[src/rtl/cmp_outproc_pkg.sv]
package cmp_outproc_pkg;

  typedef enum logic [1:0] {
    ROUTE_OFF  = 2'd0,
    ROUTE_RAW  = 2'd1,
    ROUTE_FILT = 2'd2,
    ROUTE_RSVD = 2'd3
  } route_e;

  typedef enum logic [1:0] {
    EV_TOGGLE = 2'd0,
    EV_RISE   = 2'd1,
    EV_FALL   = 2'd2,
    EV_DONE   = 2'd3
  } event_e;

  localparam logic [2:0] FLT_MAJ3 = 3'd1;
  localparam logic [2:0] FLT_MAJ5 = 3'd2;

  // Window size for a filter code; 0 means pass-through.
  function automatic int unsigned win_of(input logic [2:0] code);
    case (code)
      FLT_MAJ3: win_of = 3;
      FLT_MAJ5: win_of = 5;
      default:  win_of = 0;
    endcase
  endfunction

endpackage

[src/rtl/cmp_sync.sv]
module cmp_sync #(
  parameter int STAGES = 2
) (
  input  logic clk,
  input  logic rst_n,
  input  logic clr,
  input  logic d,
  output logic q
);

  logic [STAGES-1:0] chain_q;
  logic [STAGES-1:0] chain_d;

  always_comb begin
    if (clr) begin
      chain_d = '0;
    end else begin
      chain_d = {chain_q[STAGES-2:0], d};
    end
  end

  always_ff @(posedge clk or negedge rst_n) begin
    if (!rst_n) begin
      chain_q <= '0;
    end else begin
      chain_q <= chain_d;
    end
  end

  assign q = chain_q[STAGES-1];


  sync_clear_chk: assert property (@(posedge clk) disable iff (!rst_n)
    clr |=> (chain_q == '0));

endmodule

[src/rtl/cmp_maj_filter.sv]
module cmp_maj_filter
  import cmp_outproc_pkg::*;
#(
  parameter int HIST_LEN = 5
) (
  input  logic       clk,
  input  logic       rst_n,
  input  logic       clr,
  input  logic       shift_en,
  input  logic       din,
  input  logic [2:0] flt_len,
  output logic       dout
);

  localparam int CNT_W = $clog2(HIST_LEN + 1);

  logic [HIST_LEN-1:0] hist_q;
  logic [HIST_LEN-1:0] hist_d;
  logic [HIST_LEN-1:0] win_mask;
  logic [CNT_W-1:0]    ones;
  logic [CNT_W-1:0]    thresh;
  int unsigned         win;

  // History: bit 0 is the newest sample.
  always_comb begin
    hist_d = hist_q;
    if (clr) begin
      hist_d = '0;
    end else if (shift_en) begin
      hist_d = {hist_q[HIST_LEN-2:0], din};
    end
  end

  always_ff @(posedge clk or negedge rst_n) begin
    if (!rst_n) begin
      hist_q <= '0;
    end else begin
      hist_q <= hist_d;
    end
  end

  // Window mask and population count.
  always_comb begin
    win = win_of(flt_len);
    for (int i = 0; i < HIST_LEN; i++) begin
      win_mask[i] = (i < int'(win));
    end
    ones = '0;
    for (int i = 0; i < HIST_LEN; i++) begin
      ones = ones + CNT_W'(hist_q[i] & win_mask[i]);
    end
    thresh = CNT_W'((win / 2) + 1);
  end

  always_comb begin
    if (win == 0) begin
      dout = din;
    end else begin
      dout = (ones >= thresh);
    end
  end


  hist_clear_chk: assert property (@(posedge clk) disable iff (!rst_n)
    clr |=> (hist_q == '0));


  hist_hold_chk: assert property (@(posedge clk) disable iff (!rst_n)
    (!clr && !shift_en) |=> $stable(hist_q));

endmodule

[src/rtl/cmp_event_gen.sv]
module cmp_event_gen
  import cmp_outproc_pkg::*;
(
  input  logic       clk,
  input  logic       rst_n,
  input  logic       clr,
  input  logic       level,
  input  logic [1:0] evt_sel,
  input  logic       one_shot,
  input  logic       eoc,
  output logic       irq
);

  logic   prev_q, prev_d;
  logic   irq_q, irq_d;
  logic   ev;
  event_e sel;

  assign sel = event_e'(evt_sel);

  always_comb begin
    case (sel)
      EV_TOGGLE: ev = level ^ prev_q;
      EV_RISE:   ev = level & ~prev_q;
      EV_FALL:   ev = ~level & prev_q;
      default:   ev = eoc & one_shot;
    endcase
  end

  always_comb begin
    if (clr) begin
      prev_d = 1'b0;
      irq_d  = 1'b0;
    end else begin
      prev_d = level;
      irq_d  = ev;
    end
  end

  always_ff @(posedge clk or negedge rst_n) begin
    if (!rst_n) begin
      prev_q <= 1'b0;
      irq_q  <= 1'b0;
    end else begin
      prev_q <= prev_d;
      irq_q  <= irq_d;
    end
  end

  assign irq = irq_q;


  rise_fire_chk: assert property (@(posedge clk) disable iff (!rst_n)
    (!clr && sel == EV_RISE && level && !prev_q) |=> irq);


  fall_quiet_chk: assert property (@(posedge clk) disable iff (!rst_n)
    (!clr && sel == EV_FALL && level) |=> !irq);


  done_block_chk: assert property (@(posedge clk) disable iff (!rst_n)
    (sel == EV_DONE && !one_shot) |=> !irq);

endmodule

[src/rtl/cmp_outproc.sv]
module cmp_outproc
  import cmp_outproc_pkg::*;
#(
  parameter int SYNC_STAGES = 2,
  parameter int HIST_LEN    = 5
) (
  input  logic       clk,
  input  logic       rst_n,
  input  logic       chan_en,
  input  logic       cmp_raw,
  input  logic       smp_vld,
  input  logic       swap,
  input  logic [2:0] flt_len,
  input  logic [1:0] route_sel,
  input  logic [1:0] evt_sel,
  input  logic       one_shot,
  input  logic       eoc,
  output logic       pin_out,
  level_out,
  output logic       irq,
  output logic       cfg_bad
);

  logic   bit_adj;
  logic   bit_sync;
  logic   filt;
  logic   clr;
  route_e route;

  assign clr     = ~chan_en;
  assign bit_adj = cmp_raw ^ swap;
  assign route   = route_e'(route_sel);

  cmp_sync #(
    .STAGES(SYNC_STAGES)
  ) u_sync (
    .clk   (clk),
    .rst_n (rst_n),
    .clr   (clr),
    .d     (bit_adj),
    .q     (bit_sync)
  );

  cmp_maj_filter #(
    .HIST_LEN(HIST_LEN)
  ) u_filt (
    .clk      (clk),
    .rst_n    (rst_n),
    .clr      (clr),
    .shift_en (smp_vld),
    .din      (bit_sync),
    .flt_len  (flt_len),
    .dout     (filt)
  );

  assign level_out = chan_en & filt;

  cmp_event_gen u_evt (
    .clk      (clk),
    .rst_n    (rst_n),
    .clr      (clr),
    .level    (level_out),
    .evt_sel  (evt_sel),
    .one_shot (one_shot),
    .eoc      (eoc),
    .irq      (irq)
  );

  always_comb begin
    pin_out = 1'b0;
    if (chan_en) begin
      case (route)
        ROUTE_RAW:  pin_out = bit_adj;
        ROUTE_FILT: pin_out = level_out;
        default:    pin_out = 1'b0;
      endcase
    end
  end

  assign cfg_bad = (route == ROUTE_FILT) && (win_of(flt_len) == 0);


  idle_quiet_chk: assert property (@(posedge clk) disable iff (!rst_n)
    !chan_en |=> (!irq || chan_en));


  pin_off_chk: assert property (@(posedge clk) disable iff (!rst_n)
    (route == ROUTE_OFF || route == ROUTE_RSVD) |-> !pin_out);

endmodule

[config.mk]
export PLATFORM = sky130hd
export DESIGN_NAME = cmp_outproc
export DESIGN_NICKNAME = d
export VERILOG_FILES = /design/src/rtl/cmp_outproc_pkg.sv /design/src/rtl/cmp_sync.sv /design/src/rtl/cmp_maj_filter.sv /design/src/rtl/cmp_event_gen.sv /design/src/rtl/cmp_outproc.sv
export SDC_FILE = /design/constraint.sdc
export NUM_CORES = 1
export LEC_CHECK = 0
export ABC_AREA = 1
export BUFFER_PORTS_ARGS = -buffer_cell sky130_fd_sc_hd__clkbuf_2
export CAP_MARGIN = 20
export CORE_MARGIN = 1
export CORE_UTILIZATION = 41
export DETAILED_ROUTE_END_ITERATION = 16
export GPL_ROUTABILITY_DRIVEN = 0
export PLACE_DENSITY = 0.63
export SLEW_MARGIN = 30
export SYNTH_ARGS = -nofsm -noshare
export SYNTH_HDL_FRONTEND = slang
export SYNTH_HIERARCHICAL = 1
export SYNTH_SLANG_ARGS = --single-unit
[constraint.sdc]
create_clock -name clk -period 4.1 [get_ports clk]
set_clock_uncertainty 0.15 [all_clocks]
set_input_delay 0.205 -clock clk [delete_from_list [all_inputs] [get_ports clk]]
set_output_delay 0.205 -clock clk [all_outputs]
set_load 0.005 [all_outputs]
# ---- Word-level counts from Yosys, hierarchy flattened
# Index checks and enable logic that the tools add are counted.
dict set report word_totals {
  reg_bits 9
  word_cells 48
}
dict set report classes {
  addsub 5
  order_cmp 6
  n_eq_ne 7
  n_mux 10
  bitwise 13
  n_reduce_logical 3
}
# cell count
set op_table {}
lappend op_table {{zero test 32 bit} 1}
lappend op_table {{adder 3 bit} 4}
lappend op_table {{2-to-1 mux 5 bit} 2}
lappend op_table {{AND 1 bit} 9}
lappend op_table {{less-than comparator 1 x 3 -> 1 bit, first input constant} 2}
lappend op_table {{less-than comparator 2 x 3 -> 1 bit, first input constant} 2}
lappend op_table {{one-hot mux 3 bit (2 select lines)} 1}
lappend op_table {{equality test 2 x 1 -> 1 bit, second input constant} 2}
lappend op_table {{equality test 2 bit, second input constant} 2}
lappend op_table {{2-to-1 mux 1 bit} 4}
lappend op_table {{adder 2 x 1 -> 3 bit, second input constant} 1}
lappend op_table {{equality test 3 x 1 -> 1 bit, second input constant} 1}
lappend op_table {{equality test 3 x 2 -> 1 bit, second input constant} 1}
lappend op_table {{>= comparator 3 bit} 1}
lappend op_table {{less-than comparator 3 bit, first input constant} 1}
lappend op_table {{one-hot mux 1 bit (3 select lines)} 1}
lappend op_table {{zero test 2 bit} 1}
lappend op_table {{2-to-1 mux 2 bit} 1}
lappend op_table {{!= test 2 x 1 -> 1 bit, second input constant} 1}
lappend op_table {{NOT 1 bit} 2}
lappend op_table {{one-hot mux 1 bit (2 select lines)} 1}
lappend op_table {{bitwise XOR 1 bit} 2}
lappend op_table {{logical AND 1 bit} 1}

# ---- Longest topological paths before layout
# Gate-level depths: netlist of the first run.
dict set report logic_depth {
  word_depth 15
  depth_mapped 23
  depth_no_buf 23
}

# ---- Hierarchy
# Netlist of the first run, hierarchy kept.
# mod n_inst cells_each area_each_um2 seq_area_each_um2
set by_module_without_submodules {}
lappend by_module_without_submodules {cmp_maj_filter 1 61 447.9 125.1}
lappend by_module_without_submodules {cmp_event_gen 1 21 142.6 50.0}
lappend by_module_without_submodules {cmp_outproc 1 20 103.8 0.0}
lappend by_module_without_submodules {cmp_sync 1 6 65.1 50.0}

# ---- Least setup slack after synthesis of the first run
# No wires, ideal clock.
dict set report synth_path {
  path_kind {input-to-reg}
  from {in flt_len[2]}
  to {reg u_evt.irq_q, in the netlist u_evt/irq}
  t_arrival_ps 3168
  required_time_ps 3879
  slack_ps 711
  path_stages 23
  n_path_buf 0
  path_cell_list {inv_1 -> nand3_1 -> ha_1 -> inv_1 -> nand2_1 -> fa_1 -> inv_1 -> fa_1 -> ha_1 -> ha_1 -> nand2_1 -> inv_1 -> nand2_1 -> a21oi_1 -> nand2_1 -> inv_1 -> inv_1 -> ha_1 -> inv_1 -> nand2_1 -> nand3_1 -> nand2_1 -> nor2_1}
}
dict set report synth_via {
  elab_chain_len 15
}
# item line
set synth_lines {}
lappend synth_lines {{from (decl)} cmp_outproc.sv:13} ;# input logic [2:0] flt_len,
lappend synth_lines {{equality test 3 x 2 -> 1 bit / equality test 3 x 1 -> 1 bit (equally long branches)} cmp_outproc_pkg.sv:22} ;# case (code)
lappend synth_lines {{one-hot mux 3 bit (2 select lines) (*)} cmp_outproc_pkg.sv:22}
lappend synth_lines {{less-than comparator 1 x 3 -> 1 bit} cmp_maj_filter.sv:46} ;# win_mask[i] = (i < int'(win));
lappend synth_lines {{AND 1 bit} cmp_maj_filter.sv:50} ;# ones = ones + CNT_W'(hist_q[i] & win_mask[i]);
lappend synth_lines {{adder 3 bit (4 in series)} cmp_maj_filter.sv:50}
lappend synth_lines {{>= comparator 3 bit} cmp_maj_filter.sv:59} ;# dout = (ones >= thresh);
lappend synth_lines {{2-to-1 mux 1 bit (*)} cmp_maj_filter.sv:56} ;# if (win == 0) begin
lappend synth_lines {{named net filt} cmp_outproc.sv:26} ;# logic filt;
lappend synth_lines {{AND 1 bit (*)} cmp_outproc.sv:56} ;# assign level_out = chan_en & filt;
lappend synth_lines {{named net level_out} cmp_outproc.sv:19} ;# level_out,
lappend synth_lines {{NOT 1 bit} cmp_event_gen.sv:25} ;# EV_FALL: ev = ~level & prev_q;
lappend synth_lines {{AND 1 bit} cmp_event_gen.sv:25}
lappend synth_lines {{one-hot mux 1 bit (3 select lines) (*)} cmp_event_gen.sv:22} ;# case (sel)
lappend synth_lines {{2-to-1 mux 1 bit (*)} cmp_event_gen.sv:31} ;# if (clr) begin
lappend synth_lines {{named net u_evt.irq_d} cmp_event_gen.sv:15} ;# logic irq_q, irq_d;
lappend synth_lines {{to (signal assigned)} cmp_event_gen.sv:46} ;# irq_q <= irq_d;
lappend synth_lines {{to (decl)} cmp_event_gen.sv:15}
# The timed path passes the listed nets; every way through them passes the cells marked *.
# A chain may end at the register's enable or synchronous reset.

# ---- Final worst setup path of the first run
dict set report layout_path {
  from {in flt_len[0]}
  to {out pin_out}
}
dict set report layout_via {
  elab_chain_len 13
}
# item line
set layout_lines {}
lappend layout_lines {{equality test 3 x 2 -> 1 bit / equality test 3 x 1 -> 1 bit (equally long branches)} cmp_outproc_pkg.sv:22}
lappend layout_lines {{one-hot mux 3 bit (2 select lines) (*)} cmp_outproc_pkg.sv:22}
lappend layout_lines {{less-than comparator 1 x 3 -> 1 bit} cmp_maj_filter.sv:46}
lappend layout_lines {{AND 1 bit} cmp_maj_filter.sv:50}
lappend layout_lines {{adder 3 bit (4 in series)} cmp_maj_filter.sv:50}
lappend layout_lines {{>= comparator 3 bit} cmp_maj_filter.sv:59}
lappend layout_lines {{2-to-1 mux 1 bit (*)} cmp_maj_filter.sv:56}
lappend layout_lines {{named net filt} cmp_outproc.sv:26}
lappend layout_lines {{AND 1 bit (*)} cmp_outproc.sv:56}
lappend layout_lines {{one-hot mux 1 bit (2 select lines) (*)} cmp_outproc.sv:72} ;# case (route)
lappend layout_lines {{2-to-1 mux 1 bit (*)} cmp_outproc.sv:71} ;# if (chan_en) begin
lappend layout_lines {{to (decl)} cmp_outproc.sv:18} ;# output logic pin_out,
# Marks and branches as above.

==> results of run 1 <==
[power groups by stage]
stage               sequential, uW  combinational, uW  clock [uW]
global placement              94.1               38.6           0
CTS                           92.5               40.9        71.2
global route                  92.7               47.4        78.4
floorplan                     94.0               22.8           0
detailed placement            94.2               40.1           0
finish                        92.6               40.0        67.7
[synth_stat cells]
master,n
nand2_1,26
and2_1,1
nor2_1,11
a21boi_0,1
dfrtp_1,9
nor2_2,1
a21oi_1,2
nor2_4,1
inv_2,2
or2_0,1
fa_1,2
nand3_1,9
o21ai_2,2
ha_1,10
inv_1,30
[sequential cells by signal (all words and copies together), names as in the netlist]
register / count
u_evt/prev_q: 1
u_filt/hist_q: 5
u_sync/chain_q: 2
u_evt/irq: 1
[critical path: cells and delay by family]
family	cells	cell delay (ns)
compound gates	2	0.27
fa+ha+maj	5	1.72
buf+inv	7	0.58
simple gates	6	0.36
[how the worst max path moves through the flow]
stage / slack [ns] / cells after the start / endpoint / start
final: 0.60 / 20 / pin_out / flt_len[0]
after global placement: 0.42 / 24 / u_evt/irq / flt_len[0]
after CTS: 0.57 / 20 / pin_out / flt_len[0]
after detailed placement: 0.35 / 24 / u_evt/irq / flt_len[0]
after global routing: 0.37 / 20 / pin_out / flt_len[1]
after floorplan: 0.71 / 23 / u_evt/irq / flt_len[2]
[through the flow]
stage	std cells	hold WS, ns	worst slack (ns)
floorplan	108	-0.241	0.711
global placement	151	-0.0796	0.416
detailed placement	151	-0.0737	0.348
CTS	156	0.0914	0.566
global route	156	0.0921	0.367
finish	156	0.102	0.601
[layout make-up]
class / count / area share
multi-input combinational: 67 / 0.452
sequential: 9 / 0.246
inverter: 32 / 0.131
timing repair buffer: 19 / 0.109
tap: 25 / 0.0341
clock buffer: 4 / 0.0286
[cells by family (layout without fill, tap and decap cells)]
logic type	after synthesis	after routing	share of synthesized area
simple gates	50	50	0.282
buf+inv	32	55	0.158
fa+ha+maj	12	12	0.217
flops	9	9	0.297
compound gates	5	5	0.0461
[routing by layer]
metal	track usage	vias up	share of wire
met5	0	-	0
met4	0.0545	0	0
met3	0.0240	0	0.033
met2	0.275	15	0.49
met1	0.200	300	0.47
li1	-	359	-
[what timing repair did]
item | 4_1_cts | 5_1_grt
hold buffers | 1 | 0
gates resized for setup | 0 | 0
hold endpoints to repair | 9 | 0
==> results.py, run 1 <==
metrics = {
    "status": {
        "outcome": "finished, final reports clean",
    },
    "global_route": {
        "grt_overflow": 0,
        "grt.total_usage": 0.159,
        "grt_max_degree": 10,
        "antenna_found_initial": 0,
        "grt_pass1_wl_um": 2360,
        "first_global_vias": 608,
    },
    "pwr": {
        "p_total_uw": 200,
        "seq_power_share": 0.462,
        "comb_power_share": 0.200,
        "ir_worst_vdd_v": 0.000148,
        "swShare": 0.273,
        "p_leak_uw": 0.000576,
        "p_clk_frac": 0.338,
        "p_int_uw": 146,
        "power_switching_uw": 54.7,
        "cellPowerDensity_nw_per_um2": 218,
    },
    "sta": {
        "period_needed_ns": 3.50,
        "rsz0062_at_grt": "false",
        "max_slew.worst_pin.slew_ns": 0.251,
        "slew_violations": 0,
        "setup-tns-final_ns": 0,
        "final-hold-violation-count": 0,
        "period_share": 0.853,
        "maxSlewHeadroom": 0.833,
        "setup_viol": 0,
        "fmax_ghz": 0.286,
    },
    "worst_hold_path": {
        "min_to": "u_evt/irq",
        "whs_path_depth": 4,
        "hold_path_startpoint": "evt_sel[0]",
        "hold_class": "in -> reg",
    },
    "routing": {
        "ant_nets": 0,
        "drt_iter0_drc": 4,
        "post_drt_via_cell_ratio": 4.32,
        "drt-total-wl_um": 1330,
        "num_vias": 674,
        "drc": 0,
        "firstDrtPassIters": 3,
        "wl_per_cell_um": 8.53,
    },
    "placed_design": {
        "dpl_cell_area_um2": 881,
        "portBuffers": 18,
        "hpwl_um": 1180,
    },
    "synthesis": {
        "synth_nets": 135,
        "ys_types": 15,
        "synth_top_area_frac": 0.297,
        "yosysSeqAreaShare": 0.297,
        "yosys_register_bits": 9,
        "syn_inst": 108,
        "synth.largest_area_cell": "dfrtp_1",
        "ys_warn_count": 6,
        "ys_top_cells_by_area": "dfrtp_1 (30%), ha_1 (16%), inv_1 (15%)",
        "avgSynthCellArea_um2": 7.03,
        "syn_area_um2": 759,
    },
    "layout": {
        "drive_gt1_frac": 0.206,
        "finalNetCount": 159,
        "final.fill_count": 180,
        "antennaDiodeCount": 0,
        "final_common_cell": "inv_1",
        "syn2layout_area_growth_pct": 20.8,
        "fin_area_um2": 917,
        "utilization": 0.531,
        "final_cell_mix": "inv_1 (30), nand2_1 (26), clkbuf_2 (18)",
        "multiInputGateArea_um2": 414,
        "register_area_um2": 225,
    },
    "die": {
        "fp.dieW_um": 45.0,
        "initial_core_util": 0.440,
        "placementRows": 15,
        "die_h_um": 45.0,
        "ioPinCount": 19,
        "die_area_um2": 2030,
        "core-area_um2": 1730,
    },
    "worst_setup_path": {
        "critPathRequiredTime_ns": 3.74,
        "critical_path.max_stage_delay_ns": 0.47,
        "path_class": "in -> out",
        "worstReg2RegEnd": "u_evt/irq",
        "critPathMaxFanout": 4,
        "cp.arrival_ns": 3.14,
        "r2r_start": "u_filt/hist_q[3]",
        "end_kind": "output pin",
        "worstRegToRegCells": 19,
        "r2r_slack_ns": 0.74,
        "cp_slowest_cell": "fa_1",
        "cp-start-kind": "input pin",
        "worstPathCellList": "clkbuf_2 > inv_1 > nand3_1 > ha_1 > inv_1 > nand2_1 > fa_1 > inv_1 > fa_1 > ha_1 > ha_1 > nand2_1 > inv_1 > nand2_1 > a21oi_1 > nand2_1 > inv_1 > nand2_1 > a21oi_1 > clkbuf_2",
    },
    "clocking": {
        "cts.clk_slew.worst_paths_ns": 0.06,
        "numCtsBuffers": 3,
        "cts_tree": "built",
        "cts_setup_buffers": 0,
        "cts-root-buf": "clkbuf_4",
        "cts_num_sinks": 9,
        "clock_latency_ns": 0.25,
        "clock_path_buffers": 2,
        "htreeDepth": 1,
    },
    "job": {
        "maxCapViolCount": 0,
    },
}
Note: power is estimated with default switching activity, not from simulation.
==> run 2, diff against run 1 <==
CAP_MARGIN = 25   (was 20)
PLACE_DENSITY = unset   (was 0.63)
==> run 2 against run 1 <==
  * Worst setup slack worse by 0.0063 ns
  * Critical path depth unchanged
  * Sequential share of layout area unchanged
  * Register-to-register slack better by 0.02 ns
  * Sequential power about the same
  * Power down 0.76%
  * Hold slack worse by 0.011 ns
  * Cell area unchanged
  * Via count down 1.2%
  * Die area unchanged
  * Largest power group unchanged
==> results.py, run 2 (synthesis results as in run 1) <==
metrics = {
    "layout": {
        "drive_gt1_frac": 0.206,
        "top_regs": "u_filt/hist_q (5), u_sync/chain_q (2)",
        "register_area_um2": 225,
        "final.fill_count": 202,
        "final_cell_mix": "inv_1 (30), nand2_1 (26), clkbuf_2 (18)",
        "final_common_cell": "inv_1",
        "largest_reg_flops": 5,
        "multiInputGateArea_um2": 414,
        "antennaDiodeCount": 0,
        "regMostFlops": "u_filt/hist_q",
        "syn2layout_area_growth_pct": 20.8,
        "finalNetCount": 159,
    },
    "routing": {
        "drt-total-wl_um": 1280,
        "drt_iter0_drc": 6,
        "post_drt_via_cell_ratio": 4.27,
        "wl_per_cell_um": 8.20,
        "ant_nets": 0,
        "firstDrtPassIters": 4,
        "num_vias": 666,
        "drc": 0,
    },
    "sta": {
        "rsz0062_at_grt": "false",
        "maxSlewHeadroom": 0.829,
        "whs_ns": 0.0907,
        "slew_violations": 0,
        "max_slew.worst_pin.slew_ns": 0.257,
        "setup-tns-final_ns": 0,
        "fmax_ghz": 0.285,
        "final-hold-violation-count": 0,
        "setup_viol": 0,
        "period_share": 0.855,
        "period_needed_ns": 3.51,
    },
    "global_route": {
        "use_met3": 0.0840,
        "grt_max_degree": 10,
        "antenna_found_initial": 0,
        "first_global_vias": 640,
        "grt_util_met2": 0.287,
        "grt_util_met1": 0.186,
        "grt_pass1_wl_um": 2440,
        "grt.busiest_layer": "met2",
        "grt_overflow": 0,
        "grt.total_usage": 0.168,
    },
    "pwr": {
        "comb_power_share": 0.200,
        "cellPowerDensity_nw_per_um2": 217,
        "seq_power_share": 0.465,
        "p_int_uw": 146,
        "power_switching_uw": 53.1,
        "p_leak_uw": 0.000576,
        "p_clk_frac": 0.334,
        "ir_worst_vdd_v": 0.000224,
        "swShare": 0.267,
    },
    "die": {
        "ioPinCount": 19,
        "placementRows": 15,
        "fp.dieW_um": 45.0,
        "initial_core_util": 0.440,
        "core-area_um2": 1730,
        "die_area_um2": 2030,
        "die_h_um": 45.0,
    },
    "clocking": {
        "numCtsBuffers": 3,
        "cts_num_sinks": 9,
        "cts_tree": "built",
        "htreeDepth": 1,
        "cts-root-buf": "clkbuf_4",
        "ctsResizeCount": 0,
        "clock_path_buffers": 2,
        "clock_latency_ns": 0.26,
        "cts.clk_slew.worst_paths_ns": 0.06,
    },
    "worst_setup_path": {
        "worstRegToRegCells": 19,
        "path_class": "in -> out",
        "end_kind": "output pin",
        "cp.arrival_ns": 3.15,
        "cp-start-kind": "input pin",
        "critPathRequiredTime_ns": 3.74,
        "critPathMaxFanout": 4,
    },
    "placed_design": {
        "portBuffers": 18,
        "hpwl_um": 1110,
    },
    "job": {
        "maxCapViolCount": 0,
    },
    "worst_hold_path": {
        "whs_path_depth": 4,
        "hold_class": "in -> reg",
    },
    "status": {
        "outcome": "finished, final reports clean",
    },
}
run 2: cell counts in the layout (fill, tap and decap cells not counted):
Identical to the previous run, type by type.
run 2: path summary, 6_finish.rpt:
check | slack [ns] | start | endpoint
setup / recovery | 0.59 | flt_len[0] | pin_out
hold / removal | 0.09 | evt_sel[0] | u_evt/irq
setup reg to reg | 0.76 | u_filt/hist_q[3] | u_evt/irq
hold reg to reg | 0.32 | u_sync/chain_q[0] | u_sync/chain_q[1]
max in group asynchronous | 3.42 | rst_n | u_evt/prev_q
min in group asynchronous | 0.18 | rst_n | u_filt/hist_q[4]
run 2: worst max-delay path, cell delays in order:
cell and delay (ns):
clkbuf_2 0.10, inv_1 0.05, nand3_1 0.09, ha_1 0.25
inv_1 0.10, nand2_1 0.07, fa_1 0.49, inv_1 0.06
fa_1 0.41, ha_1 0.28, ha_1 0.27, nand2_1 0.04
inv_1 0.04, nand2_1 0.04, a21oi_1 0.14, nand2_1 0.06
inv_1 0.11, nand2_1 0.06, a21oi_1 0.13, clkbuf_2 0.12
run 2: final cells by class:
type                    count  area share
clock buffers               4      0.0286
inverters                  32       0.131
multi-input cells          67       0.452
flip-flops and latches      9       0.246
well taps                  25      0.0341
repair buffers             19       0.109
run 2: per-stage QoR:
step | cells | worst slack (ns) | utilization | total power (uW) | instance area, um2
4_1_cts | 156 | 0.557 | 0.531 | 205 | 917
5_1_grt | 156 | 0.370 | 0.531 | 217 | 917
2_1_floorplan | 108 | 0.711 | - | 117 | 759
3_3_place_gp | 151 | 0.448 | 0.510 | 133 | 881
3_5_place_dp | 151 | 0.377 | 0.510 | 134 | 881
6_report | 156 | 0.594 | 0.531 | 199 | 917
run 2: what timing repair did:
action,CTS,global route
hold buffers,1,0
buffers inserted,0,0
hold endpoints to repair,9,0
run 2: per-layer routing:
layer / part of all wire / up-vias / wire (um)
li1: - / 366 / -
met1: 0.45 / 283 / 573
met2: 0.49 / 17 / 629
met3: 0.059 / 0 / 76
met4: 0 / 0 / 0
met5: 0 / - / 0
run 2: power by group through the flow:
stage	clock (uW)	sequential, uW	combinational, uW
after floorplan	0	94.0	22.8
after global placement	0	94.1	38.8
after detailed placement	0	94.1	39.8
after CTS	71.1	92.5	41.0
after global routing	76.3	92.6	47.8
final	66.4	92.5	39.8
==> run 3, diff against run 2 <==
CORE_UTILIZATION = 51   (was 41)
PLACE_DENSITY = 0.77   (was unset)
clock period = 3.3 ns   (was 4.1 ns; I/O delays follow)
==> run 3 against run 2 <==
  * The flow now finishes with violations (setup timing)
  * Die area is 19% lower
  * Clock power is 29% higher
  * Via count is 18% higher
  * Sequential share of layout area is 4.2 points lower
  * Register-to-register slack worse by 0.70 ns
  * Wire length is 48% higher
  * Critical path depth is 4 lower
  * Worst setup slack worse by 0.60 ns
  * Hold slack worse by 0.028 ns
==> results.py, run 3 (synthesis results as in run 1) <==
metrics = {
    "status": {
        "outcome": "complete, but fails checks",
        "violations": "setup timing",
    },
    "layout": {
        "largest_reg_flops": 5,
        "antennaDiodeCount": 0,
        "regMostFlops": "u_filt/hist_q",
        "fin_cells": 159,
        "finalNetCount": 172,
        "top_regs": "u_filt/hist_q (5), u_sync/chain_q (2)",
        "final_common_cell": "inv_1",
        "fin_area_um2": 1110,
        "syn2layout_area_growth_pct": 45.8,
        "drive_gt1_frac": 0.417,
        "utilization": 0.820,
        "final.fill_count": 90,
        "final_cell_mix": "inv_1 (23), nand2_1 (21), clkbuf_2 (16)",
    },
    "die": {
        "core-area_um2": 1350,
        "initial_core_util": 0.563,
        "die_area_um2": 1650,
        "ioPinCount": 19,
        "fp.dieW_um": 40.6,
        "die_h_um": 40.6,
        "placementRows": 13,
    },
    "pwr": {
        "ir_worst_vdd_v": 0.000208,
        "cellPowerDensity_nw_per_um2": 249,
        "p_leak_uw": 0.000646,
        "p_total_uw": 275,
    },
    "sta": {
        "maxSlewHeadroom": 0.807,
        "setup_ws_ns": -0.00823,
        "setup-tns-final_ns": -0.00823,
        "slew_violations": 0,
        "rsz0062_at_grt": "true",
        "period_needed_ns": 3.31,
        "max_slew.worst_pin.slew_ns": 0.289,
        "period_share": 1.00,
        "final-hold-violation-count": 0,
        "fmax_ghz": 0.302,
        "setup_viol": 1,
    },
    "placed_design": {
        "portBuffers": 18,
        "dpl_cell_area_um2": 938,
        "hpwl_um": 1360,
        "place_inst": 150,
    },
    "worst_hold_path": {
        "hold_class": "in -> reg",
    },
    "worst_setup_path": {
        "path_class": "reg -> out",
        "cp.arrival_ns": 2.99,
        "critPathMaxFanout": 2,
        "cp-start-kind": "flop",
        "end_kind": "output pin",
        "worstPathCellList": "nand2_2 > fa_1 > inv_2 > fa_2 > ha_4 > ha_4 > nand2_2 > inv_2 > nand2_2 > a21oi_2 > nand2_1 > inv_2 > buf_6 > nand2_4 > a21oi_2 > clkbuf_2",
        "cp_slowest_cell": "fa_1",
        "critPathRequiredTime_ns": 2.98,
        "critical_path.max_stage_delay_ns": 0.56,
    },
    "clocking": {
        "htreeDepth": 1,
        "cts_tree": "built",
        "cts-root-buf": "clkbuf_4",
        "clock_path_buffers": 2,
        "clock_latency_ns": 0.26,
        "cts_num_sinks": 9,
        "cts.clk_slew.worst_paths_ns": 0.06,
        "numCtsBuffers": 3,
    },
    "routing": {
        "wl_per_cell_um": 11.9,
        "drt-total-wl_um": 1890,
        "post_drt_via_cell_ratio": 4.92,
        "num_vias": 783,
        "firstDrtPassIters": 4,
        "drt_iter0_drc": 18,
        "ant_nets": 0,
        "drc": 0,
    },
    "global_route": {
        "first_global_vias": 668,
        "grt.total_usage": 0.244,
        "antenna_found_initial": 0,
        "grt_overflow": 0,
        "grt_max_degree": 10,
        "grt_pass1_wl_um": 2510,
    },
    "job": {
        "maxCapViolCount": 0,
    },
}
[run 3: cell count changes in the layout (fill, tap and decap cells not counted), sizes merged]
cell and change:
buf +15, clkbuf -2
[run 3: timing repair]
| item | in CTS | in global routing |
|---|---|---|
| cloned | 0 | 0 |
| buffers inserted | 2 | 2 |
| endpoints found under the hold margin | 9 | 0 |
| gates resized for setup | 10 | 17 |
| pin swaps | 6 | 11 |
| setup endpoints to repair | 3 | 3 |
| hold buffers | 1 | 0 |
[run 3: layout make-up]
type | count | area (um2) | area share
multi-input cells | 67 | 504 | 0.455
inverters | 32 | 123 | 0.111
repair buffers | 32 | 210 | 0.190
flip-flops and latches | 9 | 225 | 0.203
well taps | 15 | 18.8 | 0.0169
clock buffers | 4 | 26.3 | 0.0237
[run 3: per-stage QoR]
step	hold WS [ns]	worst slack, ns
after global routing	0.0895	-0.126
final	0.0627	-0.00823
after detailed placement	-0.121	-0.302
after floorplan	-0.281	0.0207
after CTS	0.0560	0.0150
after global placement	-0.124	-0.198
[run 3: report_power, final]
part | switching, uW | internal, uW
registers | 1.60 | 114
logic | 39.9 | 34.4
clock network | 39.2 | 46.6
total | 80.7 | 195
[run 3: layer usage]
metal / track usage / vias to the layer above / part of all wire
li1: - / 389 / -
met5: 0 / - / 0
met2: 0.500 / 24 / 0.54
met4: 0.0750 / 0 / 0.010
met1: 0.212 / 364 / 0.41
met3: 0.0833 / 6 / 0.040
[run 3: final timing paths]
kind,cells past startpoint,start,slack [ns],end
min reg2reg,2,u_sync/chain_q[0],0.32,u_sync/chain_q[1]
max,16,u_filt/hist_q[3],-0.008,pin_out
min,4,evt_sel[0],0.06,u_evt/irq
max in group asynchronous,2,rst_n,2.67,u_filt/hist_q[3]
min in group asynchronous,2,rst_n,0.14,u_filt/hist_q[4]
max reg2reg,19,u_filt/hist_q[3],0.06,u_evt/irq
[run 3: worst max-delay path: cells and delay by family (launching register included)]
| kind | cells | cell delay [ns] |
|---|---|---|
| AO/OA/AOI/OAI | 2 | 0.26 |
| buffers and inverters | 5 | 0.36 |
| AND/OR/NAND/NOR | 5 | 0.27 |
| flip-flops | 1 | 0.37 |
| adder cells (fa/ha/maj) | 4 | 1.47 |
